### src/rtl/spline_pkg.sv
package spline_pkg;
    localparam int WORD_W    = 16;
    localparam int W0        = 16;
    localparam int W1        = 32;
    localparam int W2        = 48;
    localparam int W3        = 48;
    localparam int COEF_W    = W0 + W1 + W2 + W3;
    localparam int NUM_WORDS = COEF_W / WORD_W;
    localparam int WCNT_W    = 4;
    localparam int SHIFT_W   = 4;
    localparam int TYPE_W    = 1;
    localparam int DIV_W     = 1 << SHIFT_W;

    typedef struct packed {
        logic [W3-1:0] c3;
        logic [W2-1:0] c2;
        logic [W1-1:0] c1;
        logic [W0-1:0] c0;
    } coef_t;

    typedef struct packed {
        logic [W3-1:0] v3;
        logic [W2-1:0] v2;
        logic [W1-1:0] v1;
        logic [W0-1:0] v0;
    } acc_t;

    typedef struct packed {
        logic [DIV_W-1:0]   cnt;
        logic [SHIFT_W-1:0] shift;
    } div_t;
endpackage

### src/rtl/spline_coef_unpack.sv
module spline_coef_unpack
    import spline_pkg::*;
(
    input  logic [COEF_W-1:0] raw_i,
    input  logic [WCNT_W-1:0] word_cnt_i,
    output coef_t             coef_o
);
    logic [COEF_W-1:0] masked;

    // Each record word is kept only when its index lies below the count.
    for (genvar w = 0; w < NUM_WORDS; w++) begin : g_word
        assign masked[w*WORD_W +: WORD_W] =
            (int'(word_cnt_i) > w) ? raw_i[w*WORD_W +: WORD_W] : '0;
    end

    assign coef_o = masked;
endmodule

### src/rtl/spline_rate_div.sv
module spline_rate_div
    import spline_pkg::*;
(
    input  logic               clk,
    input  logic               rst_n,
    input  logic               restart_i,
    input  logic [SHIFT_W-1:0] shift_i,
    input  logic               inc_en_i,
    output logic               step_o,
    output logic [SHIFT_W-1:0] shift_o
);
    div_t             div_d, div_q;
    logic [DIV_W-1:0] limit;

    always_comb begin
        div_d  = div_q;
        step_o = 1'b0;
        limit  = (DIV_W'(1) << div_q.shift) - DIV_W'(1);
        if (restart_i) begin
            div_d.cnt   = '0;
            div_d.shift = shift_i;
        end else if (inc_en_i) begin
            if (div_q.cnt == limit) begin
                step_o    = 1'b1;
                div_d.cnt = '0;
            end else begin
                div_d.cnt = div_q.cnt + DIV_W'(1);
            end
        end
    end

    always_ff @(posedge clk or negedge rst_n) begin
        if (!rst_n) div_q <= '0;
        else        div_q <= div_d;
    end

    assign shift_o = div_q.shift;
endmodule

### src/rtl/spline_acc_chain.sv
module spline_acc_chain
    import spline_pkg::*;
(
    input  logic  clk,
    input  logic  rst_n,
    input  logic  load_i,
    input  coef_t coef_i,
    input  logic  step_i,
    output acc_t  acc_o
);
    acc_t acc_d, acc_q;

    always_comb begin
        acc_d = acc_q;
        if (load_i) begin
            acc_d.v0 = coef_i.c0;
            acc_d.v1 = coef_i.c1;
            acc_d.v2 = coef_i.c2;
            acc_d.v3 = coef_i.c3;
        end else if (step_i) begin
            // Each order adds the top bits of the order above, taken before the update.
            acc_d.v0 = acc_q.v0 + acc_q.v1[W1-1 -: W0];
            acc_d.v1 = acc_q.v1 + acc_q.v2[W2-1 -: W1];
            acc_d.v2 = acc_q.v2 + acc_q.v3[W3-1 -: W2];
        end
    end

    always_ff @(posedge clk or negedge rst_n) begin
        if (!rst_n) acc_q <= '0;
        else        acc_q <= acc_d;
    end

    assign acc_o = acc_q;
endmodule

### src/rtl/spline_interp.sv
module spline_interp
    import spline_pkg::*;
#(
    parameter int unsigned LINE_TYPE = 0
) (
    input  logic                clk,
    input  logic                rst_n,
    input  logic                load_i,
    input  logic [TYPE_W-1:0]   line_type_i,
    input  logic [WCNT_W-1:0]   word_cnt_i,
    input  logic [COEF_W-1:0]   coef_i,
    input  logic [SHIFT_W-1:0]  shift_i,
    input  logic                inc_en_i,
    output logic [W0-1:0]       sample_o
);
    logic               load_hit;
    logic               step_w;
    logic [SHIFT_W-1:0] shift_q;
    coef_t              coef_w;
    acc_t               acc_q;
    logic [W0-1:0]      slope_hi;
    logic [W3-1:0]      top_q;

    assign load_hit = load_i && (line_type_i == TYPE_W'(LINE_TYPE));

    spline_coef_unpack u_unpack (
        .raw_i      (coef_i),
        .word_cnt_i (word_cnt_i),
        .coef_o     (coef_w)
    );

    spline_rate_div u_div (
        .clk       (clk),
        .rst_n     (rst_n),
        .restart_i (load_hit),
        .shift_i   (shift_i),
        .inc_en_i  (inc_en_i),
        .step_o    (step_w),
        .shift_o   (shift_q)
    );

    spline_acc_chain u_acc (
        .clk    (clk),
        .rst_n  (rst_n),
        .load_i (load_hit),
        .coef_i (coef_w),
        .step_i (step_w),
        .acc_o  (acc_q)
    );

    assign slope_hi = acc_q.v1[W1-1 -: W0];
    assign top_q    = acc_q.v3;
    assign sample_o = acc_q.v0;
endmodule

### config.mk
export PLATFORM = sky130hd
export DESIGN_NAME = spline_interp
export DESIGN_NICKNAME = d
export VERILOG_FILES = /design/src/rtl/spline_pkg.sv /design/src/rtl/spline_coef_unpack.sv /design/src/rtl/spline_rate_div.sv /design/src/rtl/spline_acc_chain.sv /design/src/rtl/spline_interp.sv
export SDC_FILE = /design/constraint.sdc
export NUM_CORES = 1
export LEC_CHECK = 0
export ABC_CLOCK_PERIOD_IN_PS = 4000
export BUFFER_PORTS_ARGS = -buffer_cell sky130_fd_sc_hd__buf_2
export CAP_MARGIN = 20
export CORE_MARGIN = 2
export CORE_UTILIZATION = 59
export DETAILED_ROUTE_END_ITERATION = 16
export PLACE_DENSITY = 0.81
export SLEW_MARGIN = 20
export SYNTH_ARGS = -nofsm -noshare
export SYNTH_HDL_FRONTEND = slang
export SYNTH_SLANG_ARGS = --single-unit
### constraint.sdc
create_clock -name clk -period 4 [get_ports clk]
set_clock_uncertainty 0.2 [all_clocks]
set_input_delay 0.6 -clock clk [delete_from_list [all_inputs] [get_ports clk]]
set_output_delay 0.6 -clock clk [all_outputs]
set_load 0.03 [all_outputs]
==> results.sh <==
export IMPL_netlist_area_um2=12800
export IMPL_async_flop_share=1.00
export IMPL_slew_violations=0
export IMPL_initial_utilization=0.606
export IMPL_cts_tree="yes"
export IMPL_maxCapViolCount=0
export IMPL_cts_setup_buffers=0
export IMPL_rsz0062_at_grt="false"
export IMPL_io_buffers=172
export IMPL_critPathRequiredTime_ns=4.12
export IMPL_cts_inserted_buffers=17
export IMPL_die_height_um=151
export IMPL_crit_chain="ha_1, inv_1, fa_1, nand3b_1, a311oi_1, o21ai_0, nand2_1, a211o_1, nand2_1, o41a_1, o41ai_2, xnor2_1, a21oi_1"
export IMPL_syn_to_final_growth_pct=11.9
export IMPL_finalSetupViolCount=0
export IMPL_setup_worst_path_end_class="flop"
export IMPL_crit_type="reg -> reg"
export IMPL_p_per_area_nw_per_um2=430
export IMPL_vias=12437
export IMPL_rrSetupSlack_ns=0.27
export IMPL_yosysTopAreaCell="dfrtp_1"
export IMPL_dp_cells=1948
export IMPL_grt_use_total=0.324
export IMPL_synth_edff_count=0
export IMPL_rows=53
export IMPL_ios=173
export IMPL_ant_nets=0
export IMPL_hold_class="in -> reg"
export IMPL_vdd_ir_drop_max_mv=0.311
export IMPL_grt_max_degree=95
export IMPL_yosys_cell_types_count=76
export IMPL_drc_errors=0
export IMPL_dp_slack_ns=0.232
export IMPL_cts_sinks=164
export IMPL_run_status="finished clean"
export IMPL_gp_congestion=0.929
export IMPL_antennaDiodeCount=0
export IMPL_gr_total_overflow=0
export IMPL_final_core_util=0.678
export IMPL_synthCells=1581
export IMPL_ys_seq_elements=164
export IMPL_clkLatencyLatePin_ns=0.44
export IMPL_ys_warnings_count=0
export IMPL_crit_arrival_ns=3.85
export IMPL_synthesis_nets=1836
export IMPL_synth_ff_type="dfrtp_1"
export IMPL_fin_cells=1981
export IMPL_start_kind="flop"
export IMPL_die_w_um=151
export IMPL_clockRootBuffer="clkbuf_16"
export IMPL_finalHoldViolCount=0
export IMPL_syn_avg_cell_area_um2=8.10
export IMPL_first_pass_iters=7
export IMPL_p_leak_nw=6.86
export IMPL_first_iter_violations=997
export IMPL_final_net_count=1948
export IMPL_path_clk_slew_ns=0.07
export IMPL_viasPerCell=6.28
export IMPL_post_dp_hpwl_um=27000
export IMPL_netlist_top_cells_area="dfrtp_1 32%, ha_1 9.3%, a21oi_1 6.4%"
export IMPL_setup_tns_ns=0
export IMPL_wire_per_inst_um=18.5
export IMPL_wl_um=36600
export IMPL_htree_levels=4
export IMPL_grt_pass1_vias=11518
export IMPL_period_share=0.933
export IMPL_dieArea_um2=22900
export IMPL_place_area_um2=13800
export IMPL_ys_seq_area_frac=0.320
export IMPL_layout_setup_ws_ns=0.270
export IMPL_slew_headroom=0.335
export IMPL_clockBufferDepth=2
export IMPL_finalPower_mw=6.16
export IMPL_worst_pin_slew_ns=0.994
export IMPL_worst_hold_slack_ns=0.154
export IMPL_antenna_found_initial=0
export IMPL_cp_slowest_cell="o41a_1"
export IMPL_grt_pass1_wl_um=58500
export IMPL_path_common_cell="nand2_1"
export IMPL_timing_fmax_ghz=0.268
export IMPL_slowest_delay_ns=0.52
export IMPL_cp_max_fo=3
export IMPL_fin_crit_ns=3.73
export IMPL_stdcell_area_um2=14300
export IMPL_netlist_area_leader_share=0.320
export IMPL_coreArea_um2=21200
export IMPL_drive_gt1_frac=0.145
==> synth_stat cells, drive strengths merged, types with 14 or more instances <==
cell type	count
nand2	206
a21oi	166
dfrtp	164
o21ai	159
nor2	129
ha	95
clkbuf	64
xnor2	64
a21o	52
nand3	40
a22o	38
buf	38
inv	35
xor2	27
nor3	26
nand2b	24
and3	19
nand4	19
nor2b	16
a211oi	14
==> critical path, delay by kind of cell, from the launching register on <==
kind	cells	cell delay, ns
flip-flops	1	0.36
XOR/XNOR	1	0.19
AND/OR/NAND/NOR	3	0.47
buffers and inverters	1	0.06
adder cells (fa/ha/maj)	2	0.60
AO/OA/AOI/OAI	6	1.71
==> cell usage in the layout (no fill, tap or decap), types with 13 or more instances in the layout <==
| master | n |
|---|---|
| a211oi_1 | 13 |
| a21o_1 | 52 |
| a21oi_1 | 165 |
| a22o_1 | 38 |
| a22oi_1 | 13 |
| and3_1 | 19 |
| buf_2 | 171 |
| buf_4 | 18 |
| clkbuf_16 | 17 |
| dfrtp_1 | 164 |
| ha_1 | 95 |
| inv_1 | 35 |
| nand2_1 | 203 |
| nand2b_1 | 23 |
| nand3_1 | 40 |
| nand4_1 | 19 |
| nor2_1 | 128 |
| nor2b_1 | 15 |
| nor3_1 | 24 |
| o21a_1 | 13 |
| o21ai_0 | 121 |
| o21ai_1 | 38 |
| xnor2_1 | 64 |
| xor2_1 | 27 |
==> flip-flops by register name (all words and copies together) (netlist names) <==
name           cells
u_acc.acc_o      144
u_div.div_q       16
u_div.shift_o      4
==> cells by family after synthesis <==
group | after synthesis | synth area share
adder cells (fa/ha/maj) | 98 | 0.0975
multiplexers | 4 | 0.00313
flip-flops | 164 | 0.320
buffers and inverters | 137 | 0.0491
XOR/XNOR | 91 | 0.0622
AO/OA/AOI/OAI | 555 | 0.270
AND/OR/NAND/NOR | 532 | 0.197
==> area by class of cell <==
cell class              count  area [µm²]
clock buffers              18         429
clock inverters            14         128
fillers                  1802        6810
inverters                  35         131
multi-input cells        1280        8110
flip-flops and latches    164        4100
well taps                 275         344
repair buffers            195        1090
==> what timing repair did <==
item                       4_1_cts  5_1_grt
gates resized for setup          0        1
hold endpoints to repair         6        0
setup endpoints to repair        0        1
hold buffers                     1        0
==> final timing paths <==
kind                             startpoint          endpoint  depth (start not counted)
hold / removal                   shift_i[1]  u_div.shift_o[1]                          3
setup reg to reg            u_acc.acc_o[96]   u_acc.acc_o[92]                         13
min in group asynchronous             rst_n  u_acc.acc_o[109]                          2
max in group asynchronous             rst_n    u_acc.acc_o[3]                          3
hold reg to reg            u_acc.acc_o[114]  u_acc.acc_o[114]                          2
setup / recovery            u_acc.acc_o[96]   u_acc.acc_o[92]                         13
==> power breakdown <==
group / switching (mW) / internal, mW / total, mW
Sequential: 0.230 / 1.87 / 2.10
Clock: 0.740 / 0.863 / 1.60
Combinational: 1.42 / 1.04 / 2.46
==> metal layers <==
layer	track usage	share of wire
met5	0	0
met4	0.121	0.032
met3	0.0473	0.078
met2	0.507	0.45
met1	0.457	0.44
(Power assumes the default switching activity.)
